==> src/rtl/pwm_timer_pkg.sv <==
// Package: shared register selects and field widths for the PWM timer.
// Assumes the register port uses a 2-bit select.
package pwm_timer_pkg;

    // Register select codes seen on reg_addr
    typedef enum logic [1:0] {
        SEL_COUNT = 2'd0,
        SEL_THRESH = 2'd1,
        SEL_CTRL = 2'd2,
        SEL_FLAG = 2'd3
    } reg_sel_e;

    // Width of the control word and positions of its fields
    localparam int CTRL_W = 3;
    localparam int CTRL_WRAP_BIT = 0;
    localparam int CTRL_ACT_LSB = 1;

endpackage

==> src/rtl/pwm_step_counter.sv <==
// Module: pwm_step_counter
// Holds the count and the direction. In wrap mode it counts up and rolls
// over; in symmetric mode it reverses at the top and at zero. It also
// records whether the last cycle was a tick step, and in which direction,
// so that compare logic can tell a counted arrival from a software write.
// Assumes: load has priority over tick; synchronous active-low reset.
module pwm_step_counter #(
    parameter int CW = 8
) (
    input  logic          clk,
    input  logic          rst_n,
    input  logic          tick,
    input  logic          wrap_mode,
    input  logic          load,
    input  logic [CW-1:0] load_val,
    output logic [CW-1:0] count,
    output logic          stepped,
    output logic          stepped_up
);
    localparam logic [CW-1:0] TOP = {CW{1'b1}};
    localparam logic [CW-1:0] ONE = {{(CW-1){1'b0}}, 1'b1};

    logic going_up;

    // Count update, direction flip and step bookkeeping
    always_ff @(posedge clk) begin
        if (!rst_n) begin
            count      <= '0;
            going_up   <= 1'b1;
            stepped    <= 1'b0;
            stepped_up <= 1'b1;
        end else if (load) begin
            count   <= load_val;
            stepped <= 1'b0;
        end else if (tick) begin
            stepped <= 1'b1;
            if (wrap_mode) begin
                count      <= count + ONE;
                going_up   <= 1'b1;
                stepped_up <= 1'b1;
            end else if (going_up) begin
                if (count == TOP) begin
                    count      <= TOP - ONE;
                    going_up   <= 1'b0;
                    stepped_up <= 1'b0;
                end else begin
                    count      <= count + ONE;
                    stepped_up <= 1'b1;
                end
            end else begin
                if (count == '0) begin
                    count      <= ONE;
                    going_up   <= 1'b1;
                    stepped_up <= 1'b1;
                end else begin
                    count      <= count - ONE;
                    stepped_up <= 1'b0;
                end
            end
        end else begin
            stepped <= 1'b0;
        end
    end
endmodule

==> src/rtl/pwm_thresh_unit.sv <==
// Module: pwm_thresh_unit
// Keeps the software-visible shadow threshold and the active threshold.
// It flags a compare event when a counted step lands on the active value,
// and an overflow when a wrap-mode step lands on zero. The shadow is copied
// into the active register at the period boundary.
// Assumes: 'stepped' is high only in the cycle after a tick step.
module pwm_thresh_unit #(
    parameter int CW = 8
) (
    input  logic          clk,
    input  logic          rst_n,
    input  logic          shadow_wr,
    input  logic [CW-1:0] shadow_val,
    input  logic [CW-1:0] count,
    input  logic          stepped,
    input  logic          wrap_mode,
    output logic [CW-1:0] shadow_q,
    output logic          cmp_evt,
    output logic          ovf_evt
);
    localparam logic [CW-1:0] TOP = {CW{1'b1}};

    logic [CW-1:0] active_q;
    logic          boundary;

    // Event decode from the freshly stepped count
    always_comb begin
        cmp_evt  = stepped && (count == active_q);
        ovf_evt  = stepped && wrap_mode && (count == '0);
        boundary = stepped && (wrap_mode ? (count == '0) : (count == TOP));
    end

    // Shadow write and boundary copy into the active threshold
    always_ff @(posedge clk) begin
        if (!rst_n) begin
            shadow_q <= '0;
            active_q <= '0;
        end else begin
            if (boundary) active_q <= shadow_q;
            if (shadow_wr) shadow_q <= shadow_val;
        end
    end
endmodule

==> src/rtl/pwm_pin_unit.sv <==
// Module: pwm_pin_unit
// Drives the PWM pin from compare and overflow events according to the
// 2-bit action field. The field's upper bit connects the pin; the lower
// bit inverts the sense. A compare event takes priority over an overflow.
// Assumes: events are single-cycle pulses.
module pwm_pin_unit (
    input  logic       clk,
    input  logic       rst_n,
    input  logic [1:0] action,
    input  logic       cmp_evt,
    input  logic       ovf_evt,
    input  logic       stepped_up,
    output logic       pin
);
    logic pin_q;

    // Pin state update on events; cleared while disconnected
    always_ff @(posedge clk) begin
        if (!rst_n) begin
            pin_q <= 1'b0;
        end else if (!action[1]) begin
            pin_q <= 1'b0;
        end else if (cmp_evt) begin
            pin_q <= stepped_up ? action[0] : ~action[0];
        end else if (ovf_evt) begin
            pin_q <= ~action[0];
        end
    end

    // Disconnect gating so the pin drops in the cycle the field changes
    always_comb pin = pin_q & action[1];
endmodule

==> src/rtl/pwm_flag_unit.sv <==
// Module: pwm_flag_unit
// Sticky compare flag. A set caused by an event wins over a software clear
// in the same cycle.
// Assumes: clr is a one-cycle write strobe.
module pwm_flag_unit (
    input  logic clk,
    input  logic rst_n,
    input  logic set_evt,
    input  logic clr,
    output logic flag
);
    // Flag hold, clear and set with set priority
    always_ff @(posedge clk) begin
        if (!rst_n) flag <= 1'b0;
        else        flag <= (flag & ~clr) | set_evt;
    end
endmodule

==> src/rtl/pwm_timer8.sv <==
// Module: pwm_timer8 (top)
// Dual-mode PWM timer: symmetric (up/down) or wrap counting, a buffered
// threshold, a configurable pin action and a sticky compare flag, with a
// small register port. Reads are combinational from reg_addr.
// Assumes: tick_en comes from an external prescaler in the clk domain.
module pwm_timer8 #(
    parameter int CW = 8
) (
    input  logic          clk,
    input  logic          rst_n,
    input  logic          tick_en,
    input  logic          reg_we,
    input  logic [1:0]    reg_addr,
    input  logic [CW-1:0] reg_wdata,
    output logic [CW-1:0] reg_rdata,
    output logic          pwm_out,
    output logic          cmp_irq
);
    import pwm_timer_pkg::*;

    localparam int PAD_W = CW - CTRL_W;

    reg_sel_e              sel;
    logic                  wr_count;
    logic                  wr_thresh;
    logic                  wr_ctrl;
    logic                  flag_clr;
    logic [CTRL_W-1:0]     ctrl_q;
    logic                  mode_wrap;
    logic [1:0]            act_field;
    logic [CW-1:0]         cnt_q;
    logic                  stepped;
    logic                  stepped_up;
    logic [CW-1:0]         shadow_q;
    logic                  cmp_evt;
    logic                  ovf_evt;

    // Register write decode
    always_comb begin
        sel       = reg_sel_e'(reg_addr);
        wr_count  = reg_we && (sel == SEL_COUNT);
        wr_thresh = reg_we && (sel == SEL_THRESH);
        wr_ctrl   = reg_we && (sel == SEL_CTRL);
        flag_clr  = reg_we && (sel == SEL_FLAG) && reg_wdata[0];
        mode_wrap = ctrl_q[CTRL_WRAP_BIT];
        act_field = ctrl_q[CTRL_ACT_LSB +: 2];
    end

    // Control word storage
    always_ff @(posedge clk) begin
        if (!rst_n)       ctrl_q <= '0;
        else if (wr_ctrl) ctrl_q <= reg_wdata[CTRL_W-1:0];
    end

    pwm_step_counter #(.CW(CW)) u_cnt (
        .clk        (clk),
        .rst_n      (rst_n),
        .tick       (tick_en),
        .wrap_mode  (mode_wrap),
        .load       (wr_count),
        .load_val   (reg_wdata),
        .count      (cnt_q),
        .stepped    (stepped),
        .stepped_up (stepped_up)
    );

    pwm_thresh_unit #(.CW(CW)) u_thr (
        .clk        (clk),
        .rst_n      (rst_n),
        .shadow_wr  (wr_thresh),
        .shadow_val (reg_wdata),
        .count      (cnt_q),
        .stepped    (stepped),
        .wrap_mode  (mode_wrap),
        .shadow_q   (shadow_q),
        .cmp_evt    (cmp_evt),
        .ovf_evt    (ovf_evt)
    );

    pwm_pin_unit u_pin (
        .clk        (clk),
        .rst_n      (rst_n),
        .action     (act_field),
        .cmp_evt    (cmp_evt),
        .ovf_evt    (ovf_evt),
        .stepped_up (stepped_up),
        .pin        (pwm_out)
    );

    pwm_flag_unit u_flag (
        .clk     (clk),
        .rst_n   (rst_n),
        .set_evt (cmp_evt),
        .clr     (flag_clr),
        .flag    (cmp_irq)
    );

    // Read-back multiplexer
    always_comb begin
        unique case (sel)
            SEL_COUNT:  reg_rdata = cnt_q;
            SEL_THRESH: reg_rdata = shadow_q;
            SEL_CTRL:   reg_rdata = {{PAD_W{1'b0}}, ctrl_q};
            default:    reg_rdata = {{(CW-1){1'b0}}, cmp_irq};
        endcase
    end
endmodule

==> config.mk <==
export PLATFORM = sky130hd
export DESIGN_NAME = pwm_timer8
export DESIGN_NICKNAME = d
export VERILOG_FILES = /design/src/rtl/pwm_timer_pkg.sv /design/src/rtl/pwm_step_counter.sv /design/src/rtl/pwm_thresh_unit.sv /design/src/rtl/pwm_pin_unit.sv /design/src/rtl/pwm_flag_unit.sv /design/src/rtl/pwm_timer8.sv
export SDC_FILE = /design/constraint.sdc
export NUM_CORES = 1
export LEC_CHECK = 0
export CAP_MARGIN = 5
export CORE_MARGIN = 3
export CORE_UTILIZATION = 52
export CTS_BUF_LIST = sky130_fd_sc_hd__clkbuf_4 sky130_fd_sc_hd__clkbuf_8
export DETAILED_ROUTE_END_ITERATION = 16
export PLACE_DENSITY = 0.78
export SLEW_MARGIN = 20
export SYNTH_ARGS = -nofsm -noshare
export SYNTH_HDL_FRONTEND = slang
export SYNTH_SLANG_ARGS = --single-unit
==> constraint.sdc <==
create_clock -name clk -period 2 [get_ports clk]
set_input_delay 0.4 -clock clk [delete_from_list [all_inputs] [get_ports clk]]
set_output_delay 0.4 -clock clk [all_outputs]
set_load 0.02 [all_outputs]
# Yosys cells after proc, flatten, opt, wreduce, memory -nomap -nowiden
# Index checks and enable logic that the tools add are counted.
[op_classes]
add_sub_neg = 2
multipliers = 0
div_mod_pow = 0
order_cmp = 0
n_eq_ne = 5
shift = 0
n_mux = 16
bitwise = 7
reduce_logical = 16
[op_table]
columns = ["op", "n"]
rows = [
  ["8-bit 2-to-1 mux", 6],
  ["8-bit one-hot mux with 3 select lines", 1],
  ["1-bit logical AND", 9],
  ["1-bit 2-to-1 mux", 9],
  ["8-bit by 1-bit adder with 8-bit output, second input constant", 1],
  ["8-bit equality test", 1],
  ["8-bit equality test, second input constant", 1],
  ["8-bit zero test", 1],
  ["8-bit by 1-bit subtractor with 8-bit output, second input constant", 1],
  ["2-bit equality test, second input constant", 2],
  ["1-bit inverter", 4],
  ["2-bit AND reduction", 2],
  ["2-bit nonzero test", 2],
  ["1-bit AND", 2],
  ["2-bit by 1-bit equality test with 1-bit output, second input constant", 1],
  ["2-bit zero test", 1],
  ["2-bit OR reduction", 1],
  ["1-bit bitwise OR", 1],
]
[word_totals]
register_bits = 31
latchBits = 0
ramBits = 0
romBits = 0
out_inout_bits = 10
elab_cells = 54
memories = 0

# Logic depth before layout (Yosys ltp)
[logic_depth]
word_depth = 6
depth_mapped = 9
depth_no_buf = 7

# Modules after synthesis
# From an unflattened synthesis, not the netlist that was laid out.
[unflattened]
hier_cells = 241
hier_area_um2 = 2085.8
[modules_own_cells]
columns = ["module", "instances", "cells_each", "area_per_inst_um2", "seq_area_each_um2"]
rows = [
  ["pwm_step_counter", 1, 117, 902.1, 200.2],
  ["pwm_thresh_unit", 1, 78, 773.2, 320.3],
  ["pwm_timer8", 1, 35, 305.3, 60.1],
  ["pwm_pin_unit", 1, 8, 63.8, 20.0],
  ["pwm_flag_unit", 1, 3, 41.3, 20.0],
]

# Worst setup path after synthesis
# No wires, ideal clock.
[synth_timing]
path_kind = "flip-flop to flip-flop"
start = "reg u_cnt.count[0]"
end = "reg u_thr.active_q[5]"
setup_time_ns = 0.074
t_arrival_ns = 1.854
required_ns = 1.926
path_slack_ns = 0.072
stages_incl_launch_ff = 10
cell_sequence = "dfxtp_1 > clkbuf_1 > inv_1 > ha_1 > nor4b_2 > and3_1 > o21ai_1 > buf_2 > nand3_1 > o21ai_0"
[synth_between]
elab_chain_len = 3
[synth_lines]
columns = ["element", "line_no", "rtl"]
rows = [
  ["start: declaration", "pwm_step_counter.sv:16", "output logic [CW-1:0] count,"],
  ["start signal: assignment", "pwm_step_counter.sv:33", "count <= load_val;"],
  ["start signal: assignment", "pwm_step_counter.sv:38", "count <= count + ONE;"],
  ["start signal: assignment", "pwm_step_counter.sv:43", "count <= TOP - ONE;"],
  ["8-bit equality test / 8-bit zero test (equally long branches)", "pwm_thresh_unit.sv:30", "boundary = stepped && (wrap_mode ? (count == '0) : (count == TOP));"],
  ["1-bit 2-to-1 mux (*)", "pwm_thresh_unit.sv:30", ""],
  ["1-bit logical AND (*)", "pwm_thresh_unit.sv:30", ""],
  ["end signal: assignment", "pwm_thresh_unit.sv:39", "if (boundary) active_q <= shadow_q;"],
  ["end: declaration", "pwm_thresh_unit.sv:23", "logic [CW-1:0] active_q;"],
]
# Mark *: on every way between the ends. The rest lies on a longest branch, timed or not.
# A chain may end at the register's enable or synchronous reset.

# Worst setup path after layout
[layout_timing]
start = "reg u_cnt.count[0]"
end = "reg u_cnt.count[2]"
[layout_between]
elab_chain_len = 6
[layout_lines]
columns = ["element", "line_no", "rtl"]
rows = [
  ["8-bit by 1-bit subtractor with 8-bit output (tied with other cells)", "pwm_step_counter.sv:56", "count <= count - ONE;"],
  ["8-bit 2-to-1 mux (on tied branches)", "pwm_step_counter.sv:51, pwm_step_counter.sv:42", ""],
  ["8-bit 2-to-1 mux", "pwm_step_counter.sv:41", "end else if (going_up) begin"],
  ["8-bit 2-to-1 mux (*)", "pwm_step_counter.sv:37", "if (wrap_mode) begin"],
  ["8-bit 2-to-1 mux (*)", "pwm_step_counter.sv:35", "end else if (tick) begin"],
  ["8-bit 2-to-1 mux (*)", "pwm_step_counter.sv:32", "end else if (load) begin"],
]
# Mark *: on every way between the ends. The rest lies on a longest branch, timed or not. The select of a mux whose other input is x is not followed.

==> results.json <==
{
  "gp_congestion": 1.01,
  "io_buffer_count": 23,
  "insertion_delay_ns": 0.29,
  "yosysUniqueCellTypes": 55,
  "die_h_um": 67.2,
  "period_share_pct": 94.9,
  "critPathCaptureType": "flip-flop",
  "area_growth_pct": 28.5,
  "cts-buffers-inserted": 5,
  "synth_cells": 254,
  "fp.dieW_um": 67.2,
  "cts_tree": "built",
  "power_frac_clock_pct": 31.7,
  "final_max_slew_viol_count": 0,
  "fin_nets": 314,
  "synth_fp_nets": 271,
  "final_cell_area_um2": 2500,
  "worst_pin_slew_ns": 0.422,
  "syn_area_um2": 1950,
  "avgSynthCellArea_um2": 7.67,
  "met3WireLength_um": 409,
  "ant_nets": 0,
  "dr.max_layer_used": "met4",
  "io_pins": 24,
  "wirelength_um": 5700,
  "power_density_nw_per_um2": 637,
  "vias": 2043,
  "drive_above_1_share_pct": 19.1,
  "fillerInstances": 287,
  "initial_core_util_pct": 56.2,
  "antenna_found_initial": 0,
  "wire_per_inst_um": 16.6,
  "route.detailed.drc": 0,
  "synth_top_family_by_area": "simple AND/OR/NAND/NOR gates",
  "outcome": "finished clean",
  "power_uw": 1600,
  "clockBufferDepth": 2,
  "hp-class": "reg -> reg",
  "drtIter0Drc": 178,
  "yosys_warnings": 0,
  "coreArea_um2": 3470,
  "finalSetupViolations": 0,
  "clockRootBuffer": "clkbuf_8",
  "final_hold_viol_count": 0,
  "slew_headroom_pct": 71.8,
  "synth_top_flop_cell": "dfxtp_1",
  "grt_pass1_wl_um": 9340,
  "rsz0062_at_grt": "no",
  "setup.worst_path.class": "reg -> reg",
  "cts.sinks": 31,
  "cp.required_ns": 2.22,
  "grt_remaining_overflow": 0,
  "ys_seq_elements": 31,
  "met2_length_um": 2720,
  "async_flop_share_pct": 0,
  "cap_violations": 0,
  "synth-edff-count": 0,
  "critPathMaxFanout": 7,
  "grt_use_total_pct": 28.2,
  "wl_met1_um": 2480,
  "final_common_cell": "nand2_1",
  "grt_pass1_vias": 1901,
  "worstPathArrival_ns": 2.12,
  "dp_cells": 334,
  "combPwrFrac_pct": 26.0,
  "rows": 21,
  "synth_compound_area_share_pct": 19.4,
  "placed_cell_area_um2": 2380,
  "start_kind": "flip-flop",
  "grt_max_degree": 22,
  "clock_skew_ns": 0.00817,
  "fin_crit_ns": 1.90,
  "hpwl_um": 4210,
  "final_cell_mix": "nand2_1 (35), buf_4 (30), dfxtp_1 (29)",
  "leakagePower_uw": 0.00103,
  "internal_power_uw": 1110,
  "pwr-share-seq_pct": 42.3,
  "die-area_um2": 4520,
  "yosysSeqAreaShare_pct": 31.8,
  "p_sw_share_pct": 30.4,
  "htreeDepth": 2,
  "fmax_ghz": 0.527,
  "synth-simple-area-share_pct": 27.9,
  "p_switching_uw": 486,
  "yosys-mux-area-fraction_pct": 6.87,
  "synth-xor-area-share_pct": 5.39,
  "antenna_cells": 0,
  "synth_fa_ha_area_share_pct": 1.93,
  "path_clk_slew_ns": 0.07,
  "drt-vias-per-instance": 5.94,
  "first_pass_iters": 4,
  "final_cells": 344,
  "peakVddDrop_mv": 0.371
}
-- path summary, 6_finish.rpt --
kind	cells past startpoint	slack [ns]	to	start
setup / recovery	7	0.10	u_cnt.count[2]	u_cnt.count[0]
hold / removal	2	0.48	u_thr.shadow_q[4]	u_thr.shadow_q[4]
setup reg to reg	7	0.10	u_cnt.count[2]	u_cnt.count[0]
hold reg to reg	2	0.48	u_thr.shadow_q[4]	u_thr.shadow_q[4]
-- critical path: stages (launching register included) --
cell and delay, ns:
dfxtp_2 0.37, buf_4 0.17, ha_1 0.27, nand3_1 0.15
o21ai_1 0.19, o211ai_1 0.14, or3_1 0.40, a21oi_1 0.15
-- cell type report --
type / instances / area [um2] / area share, %
multi-input combinational: 196 / 1210 / 48.5
sequential: 31 / 623 / 24.9
timing repair buffer: 57 / 498 / 19.9
clock buffer: 7 / 83.8 / 3.35
tap: 46 / 57.6 / 2.30
inverter: 6 / 22.5 / 0.899
clock inverter: 1 / 5.00 / 0.200
-- through the flow --
stage / util [%] / setup WS (ns) / hold WS (ns) / setup TNS, ns
finish: 72.2 / 0.102 / 0.475 / 0
global route: 72.2 / 0.0152 / 0.498 / 0
CTS: 71.5 / 0.0409 / 0.475 / 0
detailed placement: 68.7 / -0.421 / 0.466 / -3.72
global placement: 68.7 / -0.379 / 0.463 / -3.51
floorplan: - / 0.0718 / 0.446 / 0
-- flip-flops by register name (all words and copies together) (netlist names) --
name / cells
u_thr.shadow_q: 8
u_pin.pin_q: 1
u_cnt.stepped: 1
u_cnt.going_up: 1
u_flag.flag: 1
u_thr.active_q: 8
ctrl_q: 3
u_cnt.count: 8
-- repair_timing --
item                                   CTS  global route
setup endpoints to repair                8             6
endpoints found under the hold margin    0             0
gates resized for setup                 20             4
hold buffers                             0             0
gates cloned                             1             0
buffers inserted                         0             1
pin swaps                                0             2
-- synth_stat cells (4+ instances only) --
| cell type | number | share of area [%] |
|---|---|---|
| inv_1 | 4 | 0.77 |
| dfxtp_1 | 31 | 32 |
| o21ai_0 | 21 | 5.4 |
| clkbuf_1 | 8 | 1.5 |
| nor2_1 | 16 | 3.1 |
| or3_1 | 4 | 1.3 |
| nand3_1 | 24 | 6.2 |
| buf_2 | 7 | 1.8 |
| nand2_1 | 35 | 6.7 |
| mux2i_1 | 10 | 5.1 |
| nor3b_1 | 4 | 1.5 |
| a21oi_1 | 17 | 4.4 |
| xor2_1 | 9 | 4.0 |
-- power by group through the flow --
stage	logic [uW]	registers (uW)	clock network [uW]
after detailed placement	396	687	0
final	414	675	506
after CTS	397	673	503
after floorplan	250	669	0
after global placement	390	686	0
after global routing	452	678	543
-- per-layer routing --
metal / track usage, % / vias up
met5: 0 / -
met4: 9.37 / 0
met3: 8.32 / 11
met2: 44.0 / 90
met1: 37.0 / 949
li1: - / 993
-- cells by family after synthesis --
kind of cell,Yosys count
fa+ha+maj,3
compound gates,62
xor+xnor,12
simple gates,107
mux,12
buf+inv,27
flops,31
No activity file was read; power rests on OpenSTA's default activity.
